## src/rtl/pfec_pkg.sv

```systemverilog
package pfec_pkg;
   typedef enum logic [2:0] {
      FC_NONE    = 3'd0,
      FC_NOTPRES = 3'd1,
      FC_PROT    = 3'd2,
      FC_RSVD    = 3'd3,
      FC_KEY     = 3'd4
   } fault_class_e;

   typedef enum logic [1:0] {
      AK_READ  = 2'd0,
      AK_WRITE = 2'd1,
      AK_FETCH = 2'd2
   } access_kind_e;

   localparam int unsigned EC_P    = 0;
   localparam int unsigned EC_W    = 1;
   localparam int unsigned EC_U    = 2;
   localparam int unsigned EC_RSVD = 3;
   localparam int unsigned EC_ID   = 4;
   localparam int unsigned EC_PK   = 5;
   localparam int unsigned EC_MIN_W = 6;
endpackage

```

## src/rtl/pfec_canon.sv

```systemverilog
module pfec_canon #(
   parameter int unsigned VA_W  = 64,
   parameter int unsigned TOP_A = 47,
   parameter int unsigned TOP_B = 56
) (
   input  logic [VA_W-1:0] addr,
   input  logic            use_b,
   output logic            noncanon
);
   localparam int unsigned NLVL = 2;
   logic [NLVL-1:0] bad;

   generate
      for (genvar g = 0; g < NLVL; g++) begin : g_lvl
         localparam int unsigned TOP = (g == 0) ? TOP_A : TOP_B;
         localparam int unsigned HW  = VA_W - TOP;
         logic [HW-1:0] hi;
         assign hi     = addr[VA_W-1:TOP];
         assign bad[g] = (hi != '0) && (hi != '1);
      end
   endgenerate

   assign noncanon = use_b ? bad[1] : bad[0];
endmodule

```

## src/rtl/pfec_build.sv

```systemverilog
module pfec_build
   import pfec_pkg::*;
#(
   parameter int unsigned ERR_W = 16
) (
   input  logic [2:0]       fclass,
   input  logic [1:0]       akind,
   input  logic             user,
   input  logic             nxe,
   input  logic             pae,
   input  logic             smep,
   output logic             is_fault,
   output logic [ERR_W-1:0] code
);
   logic fetch_tag;

   always_comb begin
      code      = '0;
      is_fault  = 1'b0;
      fetch_tag = (akind == AK_FETCH) && ((nxe && pae) || smep);
      unique case (fclass)
         FC_NOTPRES: is_fault = 1'b1;
         FC_PROT:    begin is_fault = 1'b1; code[EC_P] = 1'b1; end
         FC_RSVD:    begin is_fault = 1'b1; code[EC_P] = 1'b1; code[EC_RSVD] = 1'b1; end
         FC_KEY:     begin is_fault = 1'b1; code[EC_P] = 1'b1; code[EC_PK] = 1'b1; end
         default:    is_fault = 1'b0;
      endcase
      if (is_fault) begin
         code[EC_W]  = (akind == AK_WRITE);
         code[EC_U]  = user;
         code[EC_ID] = fetch_tag;
      end else begin
         code = '0;
      end
   end
endmodule

```

## src/rtl/pfec_unit.sv

```systemverilog
module pfec_unit
   import pfec_pkg::*;
#(
   parameter int unsigned VA_W  = 64,
   parameter int unsigned ERR_W = 16,
   parameter int unsigned TOP4  = 47,
   parameter int unsigned TOP5  = 56,
   parameter int unsigned NARROW_W = 32
) (
   input  logic             clk,
   input  logic             rst_n,
   input  logic             req_valid,
   input  logic [2:0]       fault_class,
   input  logic [1:0]       access_kind,
   input  logic             user_access,
   input  logic             paging_on,
   input  logic             long_mode,
   input  logic             five_level,
   input  logic             nx_enable,
   input  logic             pae_enable,
   input  logic             smep_enable,
   input  logic             pf_intercept,
   input  logic [VA_W-1:0]  lin_addr,
   output logic             rsp_valid,
   output logic             fault_valid,
   output logic             gp_fault,
   output logic [ERR_W-1:0] err_code,
   output logic [VA_W-1:0]  fault_addr,
   output logic             fault_addr_we,
   output logic             alt_addr_we,
   output logic [VA_W-1:0]  bypass_addr,
   output logic [2:0]       bypass_perm
);
   localparam int unsigned PAD_W = VA_W - NARROW_W;

   initial begin
      assert (ERR_W >= EC_MIN_W) else $error("ERR_W too small");
      assert (TOP4 < TOP5 && TOP5 < VA_W) else $error("bad canonical limits");
      assert (NARROW_W < VA_W) else $error("NARROW_W must be below VA_W");
   end

   logic             noncanon;
   logic             walk_fault;
   logic [ERR_W-1:0] walk_code;

   pfec_canon #(.VA_W(VA_W), .TOP_A(TOP4), .TOP_B(TOP5)) canon_i (
      .addr     (lin_addr),
      .use_b    (five_level),
      .noncanon (noncanon)
   );

   pfec_build #(.ERR_W(ERR_W)) build_i (
      .fclass   (fault_class),
      .akind    (access_kind),
      .user     (user_access),
      .nxe      (nx_enable),
      .pae      (pae_enable),
      .smep     (smep_enable),
      .is_fault (walk_fault),
      .code     (walk_code)
   );

   logic             n_fault, n_gp, n_fwe, n_awe;
   logic [ERR_W-1:0] n_code;
   logic [VA_W-1:0]  n_faddr, n_baddr;
   logic [2:0]       n_perm;

   always_comb begin
      n_fault = 1'b0;
      n_gp    = 1'b0;
      n_fwe   = 1'b0;
      n_awe   = 1'b0;
      n_code  = '0;
      n_faddr = '0;
      n_baddr = '0;
      n_perm  = 3'b000;
      if (!paging_on) begin
         n_perm  = 3'b111;
         n_baddr = long_mode ? lin_addr : {{PAD_W{1'b0}}, lin_addr[NARROW_W-1:0]};
      end else if (long_mode && noncanon) begin
         n_gp = 1'b1;
      end else if (walk_fault) begin
         n_fault = 1'b1;
         n_code  = walk_code;
         n_faddr = lin_addr;
         n_awe   = pf_intercept;
         n_fwe   = !pf_intercept;
      end
   end

   always_ff @(posedge clk) begin
      if (!rst_n) begin
         rsp_valid     <= 1'b0;
         fault_valid   <= 1'b0;
         gp_fault      <= 1'b0;
         err_code      <= '0;
         fault_addr    <= '0;
         fault_addr_we <= 1'b0;
         alt_addr_we   <= 1'b0;
         bypass_addr   <= '0;
         bypass_perm   <= 3'b000;
      end else begin
         rsp_valid     <= req_valid;
         fault_valid   <= req_valid & n_fault;
         gp_fault      <= req_valid & n_gp;
         err_code      <= req_valid ? n_code : '0;
         fault_addr    <= req_valid ? n_faddr : '0;
         fault_addr_we <= req_valid & n_fwe;
         alt_addr_we   <= req_valid & n_awe;
         bypass_addr   <= req_valid ? n_baddr : '0;
         bypass_perm   <= req_valid ? n_perm : 3'b000;
      end
   end
endmodule

```

## config.mk

```make
export PLATFORM = sky130hd
export DESIGN_NAME = pfec_unit
export DESIGN_NICKNAME = d
export VERILOG_FILES = /design/src/rtl/pfec_pkg.sv /design/src/rtl/pfec_canon.sv /design/src/rtl/pfec_build.sv /design/src/rtl/pfec_unit.sv
export SDC_FILE = /design/constraint.sdc
export NUM_CORES = 1
export LEC_CHECK = 0
export ABC_AREA = 1
export BUFFER_PORTS_ARGS = -buffer_cell sky130_fd_sc_hd__buf_2
export CORE_MARGIN = 1.5
export CORE_UTILIZATION = 44
export CTS_CLUSTER_DIAMETER = 200
export DETAILED_ROUTE_END_ITERATION = 8
export GPL_TIMING_DRIVEN = 0
export PLACE_DENSITY_LB_ADDON = 0.2
export SYNTH_ARGS = -nofsm -noshare
export SYNTH_HDL_FRONTEND = slang
export SYNTH_HIERARCHICAL = 1
export SYNTH_SLANG_ARGS = --single-unit
```

## constraint.sdc

```tcl
create_clock -name clk -period 1.4 [get_ports clk]
set_input_delay 0.21 -clock clk [delete_from_list [all_inputs] [get_ports clk]]
set_output_delay 0.21 -clock clk [all_outputs]
set_load 0.01 [all_outputs]
```

==> results of run 1 <==
## stage by stage
stage                     cell area [um^2]  instances  hold slack, ns  power (uW)  setup TNS, ns
final                                 7081        955         0.02749        8966              0
after global routing                  7081        955         0.04254        9292              0
after CTS                             7018        955       0.0009532        9003              0
after detailed placement              5783        852          0.3960        4950         -7.196
after global placement                5783        852          0.3833        4937         -4.331
after floorplan                       4461        488          0.2824        4698              0
## critical path, cell delays in order, from the launching register on
cell	delay, ns
dfxtp_1	0.36
buf_4	0.12
buf_2	0.12
## sequential cells by signal, indices dropped and copies added (netlist names)
register and cells:
fault_addr_we 1, bypass_perm 1, gp_fault 1, bypass_addr 64
err_code 16, alt_addr_we 1, fault_addr 64, rsp_valid 1
fault_valid 1
## power by group through the flow
stage | combinational [uW] | clock (uW) | sequential, uW
after floorplan | 205 | 0 | 4490
after global placement | 485 | 0 | 4450
after detailed placement | 496 | 0 | 4450
after CTS | 652 | 3990 | 4360
after global routing | 748 | 4180 | 4370
final | 674 | 3930 | 4360
## synthesized netlist by cell type (all sizes together)
master	instances
inv	93
nand3	3
o21ai	1
conb	1
o21bai	1
buf	27
or2	1
nand2	24
a21oi	3
nand4	3
clkbuf	4
and2	1
nor2	133
nor3	34
dfxtp	150
## final cells by class
cell class | count | area share [%]
well taps | 133 | 2.350
inverters | 93 | 4.930
repair buffers | 303 | 26.82
plain buffers | 31 | 3.304
flip-flops and latches | 150 | 42.41
multi-input cells | 214 | 12.92
clock buffers | 20 | 6.150
clock inverters | 11 | 1.113
## worst min path at each step
stage / from / endpoint / slack (ns) / cells past startpoint
5_1_grt: access_kind[0] / err_code[1] / 0.04 / 5
3_5_place_dp: pf_intercept / fault_addr_we / 0.40 / 2
4_1_cts: access_kind[0] / err_code[1] / 0.001 / 5
2_1_floorplan: pf_intercept / fault_addr_we / 0.28 / 1
6_report: access_kind[1] / err_code[1] / 0.03 / 6
3_3_place_gp: pf_intercept / fault_addr_we / 0.38 / 2
## kinds of logic (layout without fill, tap and decap cells)
kind of cell           after synthesis  after routing  share of synthesized area [%]
buffers and inverters              124            458                          13.09
AND/OR/NAND/NOR                    199            199                          18.37
AO/OA/AOI/OAI                        5              5                         0.6217
other                                1             10                        0.08471
flip-flops                         150            150                          67.83
## layer usage
layer  GRT usage, %  wire length (um)  part of all wire, %
met5              0                 0                    0
met4          13.41               374                  3.0
met3          9.946              1184                  9.5
met2          41.04              6429                   51
met1          22.26              4527                   36
## timing repair
action                                  4_1_cts  5_1_grt
endpoints found under the setup margin        0       42
resized for setup                             0       16
endpoints found under the hold margin       135        0
hold buffers                                 72        0
==> flow_metrics.py, run 1 <==
metrics = {
    "critical_path": {
        "startpoint": "bypass_perm[1]",
        "cp-endpoint": "bypass_perm[1]",
        "end_kind": "primary output",
        "crit_fanout": 3,
        "arrival_ns": 1.11,
        "worstSetupPathType": "reg2out",
        "critPathLaunchType": "flop",
        "cp.required_ns": 1.19,
    },
    "die": {
        "die_h_um": 103.3,
        "rows": 36,
        "core_mm2": 0.009774,
        "initial_core_util_pct": 45.29,
        "die_area_mm2": 0.01067,
        "ios": 232,
        "chipWidth_um": 103.3,
    },
    "power": {
        "p_int_uw": 6906,
        "power_density_mw_per_mm2": 1266,
        "clkPwrFrac_pct": 43.8,
        "combPwrFrac_pct": 7.5,
        "p_sw_share_pct": 22.97,
        "switching_power_uw": 2060,
        "ir_drop_v": 0.0008046,
        "power_leakage_uw": 0.003906,
        "power_frac_seq_pct": 48.6,
    },
    "sta": {
        "setup_viol_count_final": 0,
        "maxSlewHeadroom_pct": 66.54,
        "tightest_slew_ns": 0.5020,
        "post-route-period-util_pct": 93.98,
        "finalWorstSetupSlack_ns": 0.08422,
        "max_freq_mhz": 760.0,
        "drv_slew": 0,
        "rsz0062_at_grt": "no",
        "finalCriticalPeriod_ns": 1.316,
        "hold_viol": 0,
    },
    "clocking": {
        "post_cts_buffers": 0,
        "clock-sinks": 150,
        "ctsRootBufferMaster": "clkbuf_8",
        "tritoncts": "yes",
        "clk_pin_slew_worst_paths_ns": 0.06,
        "h-tree-depth": 4,
        "cts_inserted_buffers": 17,
        "clk_path_buf_depth": 2,
    },
    "global_routing": {
        "antenna_found_initial": 0,
        "gr-usage-all-layers_pct": 23.07,
        "grt_max_degree": 17,
        "grt_overflow_total": 0,
        "grt_pass1_wl_um": 18420,
        "grt_pass1_vias": 4047,
    },
    "run_status": {
        "status": "finished, final reports clean",
    },
    "placed_design": {
        "place_congestion": 0.7694,
        "port_buffers": 231,
        "detailedPlace.worstSlack_ns": -0.1724,
        "dp_hpwl_um": 8291,
    },
    "logic_synthesis": {
        "ys_seq_elements": 150,
        "syn-mean-instance-area_um2": 9.242,
        "yosysWarnings": 6,
        "synth_area_leaders": "dfxtp_1, nor2_1, inv_1",
        "ys_seq_area_share_pct": 67.83,
        "synth_cell_types": 19,
        "yosys.area.top_type_share_pct": 67.83,
        "synth_cells": 479,
        "syn_area_mm2": 0.004427,
        "yosys.area.top_type": "dfxtp_1",
    },
    "drt": {
        "routed_wl_um": 12520,
        "routedWlPerCell_um": 13.11,
        "drc": 0,
        "viasPerCell": 4.305,
        "ant_nets": 0,
        "routed-via-count": 4111,
        "drt-initial-drc-count": 56,
        "drtPass1Iterations": 4,
    },
    "final_layout": {
        "syn_to_final_growth_pct": 59.95,
        "regArea_mm2": 0.003003,
        "final_common_cell": "buf_2",
        "nFillCells": 748,
        "final_cell_mix": "buf_2, dfxtp_1, nor2_1, inv_1, dlygate4sd3_1",
        "nets": 890,
        "diodes": 0,
        "multi_input_area_um2": 914.6,
        "layout-drive-gt1-share_pct": 36.98,
        "utilization_pct": 72.44,
    },
    "worst_hold_path": {
        "min_path_type": "in2reg",
    },
    "job": {
        "drv_cap": 0,
    },
}
(Power assumes the default switching activity.)
==> inputs of run 2 (changes only) <==
ABC_AREA = unset   (was 1)
CORE_UTILIZATION = 46   (was 44)
==> run 2 against run 1 <==
Net effect:
- sequential power about the same
- combinational power grew 33%
- die area is 8.9% higher
- critical path type unchanged
- largest power group is now the clock network
- highest routed layer unchanged
==> flow_metrics.py, run 2 <==
metrics = {
    "final_layout": {
        "layout-drive-gt1-share_pct": 47.32,
        "nets": 869,
        "final_cell_mix": "buf_2, dfxtp_1, nand2_1, nor3_2, dlygate4sd3_1",
        "utilization_pct": 72.01,
        "final_common_cell": "buf_2",
        "largestRegisters": "bypass_addr: 64 flops, fault_addr: 64 flops, err_code: 16 flops",
        "syn_to_final_growth_pct": 53.76,
        "nFillCells": 751,
        "diodes": 0,
        "layout.cells.non_filler": 941,
    },
    "worst_hold_path": {
        "min_path_type": "in2reg",
    },
    "drt": {
        "viasPerCell": 4.595,
        "drc": 0,
        "drt-initial-drc-count": 175,
        "drtPass1Iterations": 4,
        "routedWlPerCell_um": 14.35,
        "routed-via-count": 4324,
        "routed_wl_um": 13500,
        "ant_nets": 0,
    },
    "power": {
        "switching_power_uw": 2135,
        "p_sw_share_pct": 21.25,
        "power_density_mw_per_mm2": 1292,
        "p_int_uw": 7909,
        "combPwrFrac_pct": 8.9,
        "clkPwrFrac_pct": 47.7,
        "power_leakage_uw": 0.003684,
        "ir_drop_v": 0.0008480,
        "power_frac_seq_pct": 43.4,
        "p_total_uw": 10040,
    },
    "logic_synthesis": {
        "ys_seq_elements": 150,
        "ys_async_sr_fraction_pct": 0,
        "synth_cell_types": 31,
        "yosys.area.top_type": "dfxtp_1",
        "syn-mean-instance-area_um2": 11.01,
        "yosysWarnings": 6,
        "yosysMostFrequentCell": "dfxtp_1",
        "synth-edff-count": 0,
        "synth_common_cells": "dfxtp_1, nand2_1, nor3_2",
        "ys_seq_area_share_pct": 59.41,
        "ys.flop_type": "dfxtp_1",
        "syn_area_mm2": 0.005055,
        "synth_cells": 459,
        "synth_area_leaders": "dfxtp_1, nor3_2, and2_1",
        "yosys.area.top_type_share_pct": 59.41,
    },
    "die": {
        "die_h_um": 107.8,
        "core_mm2": 0.01079,
        "initial_core_util_pct": 46.84,
        "ios": 232,
        "die_area_mm2": 0.01163,
        "rows": 38,
        "chipWidth_um": 107.8,
    },
    "sta": {
        "max_freq_mhz": 765.5,
        "hold_viol": 0,
        "maxSlewHeadroom_pct": 66.44,
        "post-route-period-util_pct": 93.30,
        "setup_viol_count_final": 0,
        "rsz0062_at_grt": "no",
        "tightest_slew_ns": 0.4995,
        "drv_slew": 0,
        "finalCriticalPeriod_ns": 1.306,
    },
    "placed_design": {
        "dp.cells": 839,
        "dp_hpwl_um": 8978,
        "place_congestion": 0.7869,
        "port_buffers": 231,
    },
    "run_status": {
        "status": "finished, final reports clean",
    },
    "global_routing": {
        "antenna_found_initial": 0,
        "grt_overflow_total": 0,
        "gr-usage-all-layers_pct": 23.34,
        "grt_pass1_wl_um": 20540,
        "grt_max_degree": 17,
        "grt_pass1_vias": 4285,
    },
    "clocking": {
        "cts_inserted_buffers": 17,
        "clock-sinks": 150,
        "tritoncts": "yes",
        "ctsRootBufferMaster": "clkbuf_8",
        "clk_pin_slew_worst_paths_ns": 0.06,
        "h-tree-depth": 4,
        "clk_path_buf_depth": 2,
    },
    "critical_path": {
        "worstSetupPathType": "reg2out",
        "critPathLaunchType": "flop",
        "cp.required_ns": 1.19,
        "end_kind": "primary output",
        "arrival_ns": 1.10,
        "crit_fanout": 3,
    },
    "job": {
        "drv_cap": 0,
    },
}
==> run 2: changes by cell type in the layout (fill, tap and decap cells not counted), sizes merged, moves of 4 or more <==
cell    change
nor2      -129
inv        -93
and2       +63
nand2      +60
nor3       +50
clkbuf     +11
buf         +5
bufinv      +5
nor4        +4
==> run 2: worst max-delay path, cell delays in order (launching register included) <==
cell     delay, ns
dfxtp_1       0.32
buf_4         0.13
buf_2         0.13
==> run 2: layer usage <==
| layer | vias to the layer above | track usage, % | wire (um) |
|---|---|---|---|
| met2 | 175 | 42.63 | 6967 |
| li1 | 2128 | - | - |
| met3 | 24 | 7.930 | 1081 |
| met5 | - | 0 | 0 |
| met1 | 1997 | 24.09 | 5164 |
| met4 | 0 | 10.15 | 287 |
==> run 2: final cells by class <==
cell class	instances	area (um^2)	share of cell area [%]
flip-flops and latches	150	3003	38.63
clock buffers	23	456.7	5.876
plain buffers	44	295.3	3.799
well taps	140	175.2	2.254
repair buffers	302	1867	24.02
inverters	2	7.507	0.09659
clock inverters	8	171.4	2.205
multi-input cells	272	1797	23.12
==> run 2: power groups by stage <==
stage                     Combinational, uW  Sequential, uW  Clock [uW]
final                                   894            4360        4790
after global routing                    972            4360        5040
after CTS                               883            4360        4870
after detailed placement                722            4450           0
after global placement                  710            4450           0
after floorplan                         378            4490           0
==> run 2: kinds of logic after synthesis <==
logic type,after synthesis,share of synthesized area (%)
DFF,150,59.41
other,1,0.07419
AOI/OAI and AO/OA,8,1.139
and+or+nand+nor,254,33.42
buffers and inverters,46,5.966
==> run 2: repair_timing <==
| action | 4_1_cts | 5_1_grt |
|---|---|---|
| buffers inserted | 0 | 0 |
| setup endpoints to repair | 0 | 2 |
| hold buffers | 71 | 0 |
| resized for setup | 0 | 3 |
| endpoints found under the hold margin | 133 | 0 |
==> run 2: final timing paths <==
path / cells past startpoint / endpoint / slack [ns] / startpoint
setup / recovery: 2 / bypass_perm[2] / 0.09 / bypass_perm[1]
hold / removal: 4 / err_code[5] / 0.03 / fault_class[0]
==> run 2: through the flow <==
stage               setup TNS, ns  instance area (um^2)  hold slack [ns]  setup WS [ns]
global route                    0                  7772          0.04869        0.01559
CTS                             0                  7765        0.0002253        0.07576
finish                          0                  7772          0.02652        0.09374
detailed placement         -21.85                  6426           0.4197        -0.3409
global placement           -19.75                  6426           0.4184        -0.3157
floorplan                       0                  5095           0.2885       0.006188
==> inputs of run 3 (changes only) <==
CORE_ASPECT_RATIO = 0.7   (was unset)
==> run 3 against run 2 <==
Net effect:
- largest cell class unchanged
- worst hold slack got worse by 0.0075 ns
- flip-flop and latch count unchanged
- sequential share of layout area rose by 3.8 points
==> flow_metrics.py, run 3 (synthesized netlist as in run 2, its figures left out) <==
metrics = {
    "final_layout": {
        "final_common_cell": "buf_2",
        "nets": 799,
        "syn_to_final_growth_pct": 40.10,
        "largestRegisters": "bypass_addr: 64 flops, fault_addr: 64 flops, err_code: 16 flops",
        "finalInstanceArea_mm2": 0.007082,
        "final_cell_mix": "buf_2, dfxtp_1, nand2_1, nor3_2, and2_1",
        "utilization_pct": 67.37,
        "layout-drive-gt1-share_pct": 52.73,
        "diodes": 0,
    },
    "drt": {
        "drtPass1Iterations": 4,
        "routed-via-count": 3980,
        "drt-initial-drc-count": 166,
        "routed_wl_um": 12540,
        "viasPerCell": 4.523,
        "ant_nets": 0,
        "drc": 0,
        "routedWlPerCell_um": 14.24,
    },
    "clocking": {
        "h-tree-depth": 4,
        "tritoncts": "yes",
        "cts_inserted_buffers": 17,
        "clock-sinks": 150,
        "clk_path_buf_depth": 2,
        "clk_pin_slew_worst_paths_ns": 0.06,
        "ctsRootBufferMaster": "clkbuf_16",
    },
    "sta": {
        "post-route-period-util_pct": 97.55,
        "rsz0062_at_grt": "yes",
        "setup_viol_count_final": 0,
        "finalCriticalPeriod_ns": 1.366,
        "max_freq_mhz": 732.2,
        "drv_slew": 0,
        "tightest_slew_ns": 0.5223,
        "maxSlewHeadroom_pct": 64.91,
        "fin_tns_setup_ns": 0,
        "hold_viol": 0,
    },
    "critical_path": {
        "cp.required_ns": 1.72,
        "crit_top_cell": "buf_6",
        "startpoint": "lin_addr[47]",
        "path_buf_inv": 3,
        "end_kind": "flop",
        "arrival_ns": 1.69,
        "path_cells": "buf_2 > nor4_1 > nand3_1 > nor2_1 > a221oi_2 > a21bo_1 > buf_6 > buf_6 > nor3_2",
        "cp_slowest_cell": "nor4_1",
        "max_stage_delay_ns": 0.27,
        "critPathLaunchType": "input port",
        "worstSetupPathType": "in2reg",
        "crit_fanout": 10,
        "cpLargestDelayFamily": "simple AND/OR/NAND/NOR gates",
    },
    "global_routing": {
        "grt_max_degree": 17,
        "grt_pass1_vias": 3868,
        "gr-usage-all-layers_pct": 21.56,
        "grt_overflow_total": 0,
        "antenna_found_initial": 0,
        "grt_pass1_wl_um": 19440,
    },
    "worst_hold_path": {
        "min_path_type": "in2reg",
        "min_from": "lin_addr[19]",
    },
    "placed_design": {
        "placed_cell_area_mm2": 0.006436,
        "place_congestion": 0.7863,
        "port_buffers": 231,
        "dp_hpwl_um": 9174,
    },
    "die": {
        "die_h_um": 90.71,
        "core_mm2": 0.01051,
        "initial_core_util_pct": 48.09,
        "rows": 31,
        "ios": 232,
        "chipWidth_um": 128.3,
        "die_area_mm2": 0.01164,
    },
    "power": {
        "ir_drop_v": 0.0009396,
        "power_density_mw_per_mm2": 1375,
        "power_leakage_uw": 0.003395,
    },
    "run_status": {
        "status": "finished, final reports clean",
    },
    "job": {
        "drv_cap": 0,
    },
}
run 3: changes by cell type in the layout (fill, tap and decap cells not counted), sizes merged:
cell,before,now
dlygate4sd3,71,1
buf,262,264
inv,2,7
bufinv,5,3
clkbuf,36,30
clkinvlp,1,2
clkinv,2,3
run 3: final timing paths:
check	to	slack, ns	cells past startpoint
worst max-delay path	fault_addr[35]	0.03	9
worst min-delay path	bypass_addr[19]	0.02	2
run 3: routing by layer:
metal / routed length, um / vias to the layer above / track usage (%)
li1: - / 1992 / -
met1: 5278 / 1825 / 25.21
met2: 5998 / 145 / 36.34
met3: 1071 / 18 / 8.531
met4: 186 / 0 / 6.554
met5: 0 / - / 0
run 3: layout make-up:
| class | instances | area, um^2 |
|---|---|---|
| plain buffers | 44 | 297.8 |
| clock inverters | 13 | 167.7 |
| inverters | 2 | 7.507 |
| clock buffers | 19 | 442.9 |
| repair buffers | 232 | 1166 |
| multi-input cells | 272 | 1812 |
| flip-flops and latches | 150 | 3003 |
| fillers | 846 | 3430 |
| well taps | 148 | 185.2 |
run 3: timing repair:
action                                  in CTS  in global routing
buffers inserted                             0                  0
hold buffers                                 1                  0
gates resized for setup                      0                 11
endpoints found under the setup margin       0                 69
hold endpoints to repair                     1                  0
run 3: report_power, final:
group	internal (uW)	total, uW	switching, uW
registers	4340	4360	16.8
clock network	2880	4650	1770
logic	284	737	453
run 3: stage by stage:
stage	total power [uW]	worst slack, ns	instances	hold WS (ns)
after floorplan	4868	0.006188	468	0.2885
after global placement	5162	-0.3133	847	0.4233
after detailed placement	5176	-0.3770	847	0.4202
after CTS	9813	0.04103	880	0.004708
after global routing	10080	-0.03456	880	0.007528
final	9739	0.03428	880	0.01905
